**config.mk**
```make
export PLATFORM = sky130hd
export DESIGN_NAME = rtcb_target
export DESIGN_NICKNAME = d
export VERILOG_FILES = /design/src/rtl/rtcb_pkg.sv /design/src/rtl/rtcb_line_events.sv /design/src/rtl/rtcb_time_shadow.sv /design/src/rtl/rtcb_scratch_ram.sv /design/src/rtl/rtcb_target.sv
export SDC_FILE = /design/constraint.sdc
export NUM_CORES = 1
export LEC_CHECK = 0
export ABC_AREA = 1
export BUFFER_PORTS_ARGS = -buffer_cell sky130_fd_sc_hd__buf_2
export CAP_MARGIN = 20
export CORE_ASPECT_RATIO = 2
export CORE_MARGIN = 2
export CORE_UTILIZATION = 55
export CTS_CLUSTER_DIAMETER = 80
export CTS_CLUSTER_SIZE = 20
export DETAILED_ROUTE_END_ITERATION = 8
export PLACE_DENSITY_LB_ADDON = 0.25
export REMOVE_ABC_BUFFERS = 1
export SETUP_SLACK_MARGIN = 0.05
export SLEW_MARGIN = 20
export SYNTH_ARGS = -nofsm -noshare
export SYNTH_HDL_FRONTEND = slang
export SYNTH_HIERARCHICAL = 1
export SYNTH_SLANG_ARGS = --single-unit
```
**constraint.sdc**
```tcl
create_clock -name clk -period 5.4 [get_ports clk]
set_input_delay 0 -clock clk [delete_from_list [all_inputs] [get_ports clk]]
set_output_delay 0 -clock clk [all_outputs]
set_load 0.02 [all_outputs]
```
**src/rtl/rtcb_pkg.sv**
```systemverilog
package rtcb_pkg;

    typedef enum logic [3:0] {
        ST_IDLE,
        ST_ADDR,
        ST_ADDR_ACK,
        ST_PTR,
        ST_PTR_ACK,
        ST_WDATA,
        ST_WDATA_ACK,
        ST_RDATA,
        ST_RACK,
        ST_IGNORE
    } tgt_state_e;

    localparam int BYTE_BITS = 8;

endpackage

```
**src/rtl/rtcb_line_events.sv**
```systemverilog
module rtcb_line_events (
    input  logic clk,
    input  logic rst_n,
    input  logic scl_in,
    input  logic sda_in,
    output logic start_ev,
    output logic stop_ev,
    output logic scl_rise,
    output logic scl_fall
);

    logic scl_q;
    logic sda_q;

    always_ff @(posedge clk or negedge rst_n) begin
        if (!rst_n) begin
            scl_q <= 1'b1;
            sda_q <= 1'b1;
        end else begin
            scl_q <= scl_in;
            sda_q <= sda_in;
        end
    end

    // Line conditions are judged against the previous sample.
    assign start_ev = scl_q & scl_in & sda_q & ~sda_in;
    assign stop_ev  = scl_q & scl_in & ~sda_q & sda_in;
    assign scl_rise = ~scl_q & scl_in;
    assign scl_fall = scl_q & ~scl_in;

endmodule

```
**src/rtl/rtcb_time_shadow.sv**
```systemverilog
module rtcb_time_shadow #(
    parameter int N  = 8,
    parameter int IW = 3
) (
    input  logic           clk,
    input  logic           rst_n,
    input  logic           capture,
    input  logic [N*8-1:0] live,
    input  logic [IW-1:0]  rd_idx,
    output logic [7:0]     rd_data
);

    logic [7:0] snap [N];

    for (genvar g = 0; g < N; g++) begin : g_byte
        always_ff @(posedge clk or negedge rst_n) begin
            if (!rst_n) begin
                snap[g] <= '0;
            end else if (capture) begin
                snap[g] <= live[g*8 +: 8];
            end
        end
    end

    assign rd_data = snap[rd_idx];

endmodule

```
**src/rtl/rtcb_scratch_ram.sv**
```systemverilog
module rtcb_scratch_ram #(
    parameter int DEPTH = 56,
    parameter int AW    = 6
) (
    input  logic          clk,
    input  logic          we,
    input  logic [AW-1:0] waddr,
    input  logic [7:0]    wdata,
    input  logic [AW-1:0] raddr,
    output logic [7:0]    rdata
);

    logic [7:0] mem [DEPTH];

    always_ff @(posedge clk) begin
        if (we && (int'(waddr) < DEPTH)) begin
            mem[waddr] <= wdata;
        end
    end

    assign rdata = (int'(raddr) < DEPTH) ? mem[raddr] : 8'h00;

endmodule

```
**src/rtl/rtcb_target.sv**
```systemverilog
module rtcb_target
    import rtcb_pkg::*;
#(
    parameter logic [6:0] DEV_ADDR    = 7'b1101000,
    parameter int         SPACE_DEPTH = 64,
    parameter int         TIME_REGS   = 8,
    localparam int        IDX_W       = $clog2(TIME_REGS)
) (
    input  logic                   clk,
    input  logic                   rst_n,
    input  logic                   scl_in,
    input  logic                   sda_in,
    output logic                   sda_oe,
    input  logic                   pwr_fail,
    input  logic [TIME_REGS*8-1:0] time_live,
    output logic                   tm_wr_en,
    output logic [IDX_W-1:0]       tm_wr_idx,
    output logic [7:0]             tm_wr_data
);

    localparam int PTR_W     = $clog2(SPACE_DEPTH);
    localparam int RAM_DEPTH = SPACE_DEPTH - TIME_REGS;
    localparam int CNT_W     = $clog2(BYTE_BITS + 1);
    localparam logic [CNT_W-1:0] FULL_CNT = CNT_W'(BYTE_BITS);
    localparam logic [PTR_W-1:0] TIME_TOP = PTR_W'(TIME_REGS);

    // Line events
    logic start_ev, stop_ev, scl_rise, scl_fall;

    rtcb_line_events u_events (
        .clk      (clk),
        .rst_n    (rst_n),
        .scl_in   (scl_in),
        .sda_in   (sda_in),
        .start_ev (start_ev),
        .stop_ev  (stop_ev),
        .scl_rise (scl_rise),
        .scl_fall (scl_fall)
    );

    // Registers
    tgt_state_e       state_q, state_d;
    logic [CNT_W-1:0] bit_cnt_q;
    logic [7:0]       shift_q;
    logic [7:0]       tx_q;
    logic             rw_q;
    logic             mack_q;
    logic [PTR_W-1:0] ptr_q;
    logic             tm_wr_en_q;
    logic [IDX_W-1:0] tm_wr_idx_q;
    logic [7:0]       tm_wr_data_q;

    logic byte_done;
    logic in_time;
    logic wr_fire;
    logic snap_take;
    logic [7:0] shadow_rd, ram_rd, rd_byte;
    logic [PTR_W-1:0] ram_addr;

    assign byte_done = (bit_cnt_q == FULL_CNT);
    assign in_time   = (ptr_q < TIME_TOP);
    assign wr_fire   = (state_q == ST_WDATA) && scl_fall && byte_done && !pwr_fail;
    assign snap_take = start_ev && !pwr_fail;
    assign ram_addr  = ptr_q - TIME_TOP;

    // Frozen time copy and scratch storage
    rtcb_time_shadow #(
        .N  (TIME_REGS),
        .IW (IDX_W)
    ) u_shadow (
        .clk     (clk),
        .rst_n   (rst_n),
        .capture (snap_take),
        .live    (time_live),
        .rd_idx  (ptr_q[IDX_W-1:0]),
        .rd_data (shadow_rd)
    );

    rtcb_scratch_ram #(
        .DEPTH (RAM_DEPTH),
        .AW    (PTR_W)
    ) u_ram (
        .clk   (clk),
        .we    (wr_fire && !in_time),
        .waddr (ram_addr),
        .wdata (shift_q),
        .raddr (ram_addr),
        .rdata (ram_rd)
    );

    assign rd_byte = in_time ? shadow_rd : ram_rd;

    // State register
    always_ff @(posedge clk or negedge rst_n) begin
        if (!rst_n) begin
            state_q <= ST_IDLE;
        end else begin
            state_q <= state_d;
        end
    end

    // Next-state logic
    always_comb begin
        state_d = state_q;
        if (pwr_fail) begin
            state_d = ST_IDLE;
        end else if (start_ev) begin
            state_d = ST_ADDR;
        end else if (stop_ev) begin
            state_d = ST_IDLE;
        end else begin
            unique case (state_q)
                ST_IDLE, ST_IGNORE: begin
                    state_d = state_q;
                end
                ST_ADDR: begin
                    if (scl_fall && byte_done) begin
                        state_d = (shift_q[7:1] == DEV_ADDR) ? ST_ADDR_ACK : ST_IGNORE;
                    end
                end
                ST_ADDR_ACK: begin
                    if (scl_fall) state_d = rw_q ? ST_RDATA : ST_PTR;
                end
                ST_PTR: begin
                    if (scl_fall && byte_done) state_d = ST_PTR_ACK;
                end
                ST_PTR_ACK: begin
                    if (scl_fall) state_d = ST_WDATA;
                end
                ST_WDATA: begin
                    if (scl_fall && byte_done) state_d = ST_WDATA_ACK;
                end
                ST_WDATA_ACK: begin
                    if (scl_fall) state_d = ST_WDATA;
                end
                ST_RDATA: begin
                    if (scl_fall && byte_done) state_d = ST_RACK;
                end
                ST_RACK: begin
                    if (scl_fall) state_d = mack_q ? ST_RDATA : ST_IGNORE;
                end
                default: begin
                    state_d = ST_IDLE;
                end
            endcase
        end
    end

    // Datapath: bit counting, shifting, pointer and time strobe
    always_ff @(posedge clk or negedge rst_n) begin
        if (!rst_n) begin
            bit_cnt_q    <= '0;
            shift_q      <= '0;
            tx_q         <= '0;
            rw_q         <= 1'b0;
            mack_q       <= 1'b0;
            ptr_q        <= '0;
            tm_wr_en_q   <= 1'b0;
            tm_wr_idx_q  <= '0;
            tm_wr_data_q <= '0;
        end else begin
            tm_wr_en_q <= 1'b0;
            if (pwr_fail) begin
                ptr_q     <= '0;
                bit_cnt_q <= '0;
            end else if (start_ev) begin
                bit_cnt_q <= '0;
            end else begin
                if (scl_rise) begin
                    unique case (state_q)
                        ST_ADDR, ST_PTR, ST_WDATA: begin
                            shift_q   <= {shift_q[6:0], sda_in};
                            bit_cnt_q <= bit_cnt_q + CNT_W'(1);
                        end
                        ST_RDATA: begin
                            bit_cnt_q <= bit_cnt_q + CNT_W'(1);
                        end
                        ST_RACK: begin
                            mack_q <= ~sda_in;
                        end
                        default: begin
                        end
                    endcase
                end
                if (scl_fall) begin
                    unique case (state_q)
                        ST_ADDR: begin
                            if (byte_done) begin
                                rw_q      <= shift_q[0];
                                bit_cnt_q <= '0;
                            end
                        end
                        ST_ADDR_ACK: begin
                            bit_cnt_q <= '0;
                            if (rw_q) begin
                                tx_q  <= rd_byte;
                                ptr_q <= ptr_q + PTR_W'(1);
                            end
                        end
                        ST_PTR: begin
                            if (byte_done) begin
                                ptr_q     <= shift_q[PTR_W-1:0];
                                bit_cnt_q <= '0;
                            end
                        end
                        ST_WDATA: begin
                            if (byte_done) begin
                                ptr_q     <= ptr_q + PTR_W'(1);
                                bit_cnt_q <= '0;
                                if (in_time) begin
                                    tm_wr_en_q   <= 1'b1;
                                    tm_wr_idx_q  <= ptr_q[IDX_W-1:0];
                                    tm_wr_data_q <= shift_q;
                                end
                            end
                        end
                        ST_RDATA: begin
                            if (byte_done) begin
                                bit_cnt_q <= '0;
                            end else begin
                                tx_q <= {tx_q[6:0], 1'b0};
                            end
                        end
                        ST_RACK: begin
                            bit_cnt_q <= '0;
                            if (mack_q) begin
                                tx_q  <= rd_byte;
                                ptr_q <= ptr_q + PTR_W'(1);
                            end
                        end
                        default: begin
                        end
                    endcase
                end
            end
        end
    end

    // Outputs
    always_comb begin
        unique case (state_q)
            ST_ADDR_ACK, ST_PTR_ACK, ST_WDATA_ACK: sda_oe = 1'b1;
            ST_RDATA:                              sda_oe = ~tx_q[7];
            default:                               sda_oe = 1'b0;
        endcase
        tm_wr_en   = tm_wr_en_q;
        tm_wr_idx  = tm_wr_idx_q;
        tm_wr_data = tm_wr_data_q;
    end

endmodule

```
==> reports/results.ini <==
[run]
maxCapViolations = 0

[setup_path]
cp_common_cell = inv_1
max_stage_delay_ns = 0.90
crit_path_end_kind = flop
arrival_ns = 4.56
critical_path_class = flop to flop
path_max_fanout = 24
r2r-start = ptr_q[3]
cp_slowest_cell = nor2_1
crit_chain = inv_1, nand3_2, inv_2, nor4_1, o31ai_1, inv_1, nand4_1, nor2_1
critPathRequiredTime_ns = 5.63
reg2reg_slack_ns = 1.07
reg2reg_depth = 8
worstReg2RegEnd = u_ram/mem[33][0]
cp-start-kind = flop

[cells_and_area]
multi_input_area_um2 = 6820
area_growth_pct = 8.73
fill_cells = 3604
seqCellArea_um2 = 16200
antenna_cells = 0
stdcell_count = 3187
drive_gt1_share_pct = 7.77
nets = 2677

[detailed_routing]
wire_per_inst_um = 20.2
detail-route-antenna-nets = 0
dr.pass1.iters = 6
route.detailed.drc = 0
totalWireLength_um = 64500
drt-initial-drc-count = 1665
viasPerCell = 5.67
vias = 18070

[global_route]
antenna_found_initial = 0
grt_pass1_wl_um = 97500
overflow = 0
grt_max_degree = 130
grt_pass1_vias = 17769
grt_util_all_layers_pct = 27.1

[floorplan]
num_rows = 110
die_w_um = 154
fp.coreArea_um2 = 44900
dieArea_um2 = 47100
die_h_um = 305
initial_core_util_pct = 55.5
io_pins = 82

[power_and_ir_drop]
ir_drop_v = 0.000195
total_power_mw = 7.56
p_leak_nw = 11.3
power_density_nw_per_um2 = 279

[placement]
place_congestion = 0.909
dp.cells = 3059
dp_slack_ns = 1.18
hpwl_um = 40000
portBuffers = 81

[logic_synthesis]
synth_area_leaders = edfxtp_1 (54%), nand2_1 (11%), dfrtp_1 (11%)
yosys.cell_types.count = 40
synth.top_cell.area_share_pct = 54.0
yosys_register_bits = 558
async_flop_share_pct = 19.7
synthMostInstantiatedCell = nand2_1
yosysSeqAreaShare_pct = 65.1
synth-edff-count = 448
avgSynthCellArea_um2 = 9.85
yosysTopAreaCell = edfxtp_1
synth_ff_type = edfxtp_1
yosys_warnings = 6
synth_cells = 2528
synth.cells.most_frequent = nand2_1 (756), edfxtp_1 (448), nand3_1 (330), inv_1 (299), nor2_1 (187)
netlist_area_um2 = 24900

[clock_tree]
clk_pin_slew_ns = 0.09
clk_latency_ns = 0.60
root_buffer = clkbuf_16
post_cts_buffers = 0
cts.sinks = 558
ctsResizeCount = 0
clock_path_buffers = 3
cts_tree = built
holdBufCountCts = 70
numCtsBuffers = 31
htreeDepth = 1

[worst_hold_path]
hp-class = input port to flop
hp-start = scl_in
min_path_cells = 2
min_delay_worst_endpoint = u_events/scl_q

[sta]
fin_crit_ns = 4.33
setup_ws_ns = 1.07
setup_viol = 0
setup_tns_ns = 0
fin_crit_sh_pct = 80.2
drv_slew = 0
worst_pin_slew_ns = 1.05
max_freq_mhz = 231
rsz0062_at_grt = false
whs_ns = 0.0669
fin_skew_ns = 0.0183
relSlewSlack_pct = 29.7
hold_viol_final = 0

[status]
status = finished, final reports clean

==> worst max path at each step <==
| stage | start | endpoint | slack, ns |
|---|---|---|---|
| 2_1_floorplan | ptr_q[0] | tx_q[1] | -3.77 |
| 3_3_place_gp | ptr_q[3] | u_ram/mem[26][2] | 1.25 |
| 3_5_place_dp | ptr_q[3] | u_ram/mem[26][5] | 1.18 |
| 4_1_cts | ptr_q[3] | u_ram/mem[26][3] | 1.11 |
| 5_1_grt | ptr_q[3] | u_ram/mem[10][4] | 0.95 |
| 6_report | ptr_q[3] | u_ram/mem[33][0] | 1.07 |
==> logic make-up (layout without fill, tap and decap cells) <==
logic type / after synthesis / after routing / share of synthesized area [%]
compound gates: 198 / 198 / 4.54
xor+xnor: 7 / 7 / 0.246
fa+ha+maj: 5 / 5 / 0.251
buf+inv: 437 / 536 / 7.59
flops: 558 / 558 / 65.1
simple gates: 1323 / 1323 / 22.3
==> layer usage <==
metal  vias up  routed length [µm]  track usage [%]
met2       787               34600             50.5
li1       8392                   -                -
met4         0                3960             15.4
met3       217                3470             2.76
met1      8674               22400             29.8
met5         -                   0                0
==> layout by cell type, fill, tap and decap left out, drive strengths merged <==
cell         instances
a21oi                8
a31oi                9
buf                 96
clkbuf              57
clkinv               2
dfrtp              108
dfstp                2
dlygate4sd3         69
edfxtp             448
ha                   5
inv                312
nand2              778
nand3              332
nand3b               1
nand4               10
nor2               200
nor3                 1
nor4                 1
o2111ai              1
o211ai              28
o21ai              151
o31ai                1
xnor2                1
xor2                 6
==> metrics by stage <==
step	area [µm²]	util (%)
final	27100	60.4
after global placement	25500	56.8
after global routing	27100	60.4
after floorplan	24200	-
after CTS	27100	60.3
after detailed placement	25500	56.8
==> area by class of cell <==
| type | count | share of cell area [%] |
|---|---|---|
| well taps | 560 | 2.59 |
| clock buffers | 57 | 3.26 |
| multi-input cells | 1533 | 25.2 |
| flip-flops and latches | 558 | 60.0 |
| inverters | 314 | 4.41 |
| repair buffers | 165 | 4.58 |
==> where the power goes <==
part	internal (mW)	switching [mW]	leakage, nW	total (mW)
clock network	1.10	1.28	0.419	2.38
registers	4.74	0.0853	5.45	4.83
logic	0.139	0.210	5.39	0.349
==> sequential cells by signal (all words and copies together) (netlist names), 3 cells and up <==
register,count
bit_cnt_q,4
ptr_q,6
shift_q,8
state_q,4
tm_wr_data,8
tm_wr_idx,3
tx_q,8
u_ram/mem,448
u_shadow/snap,64
==> critical path: cells and delay by family (launching register included) <==
kind / cells / cell delay [ns]
AO/OA/AOI/OAI: 1 / 0.16
AND/OR/NAND/NOR: 4 / 2.66
buffers and inverters: 3 / 0.71
flip-flops: 1 / 0.43
No activity file was read; power rests on OpenSTA's default activity.
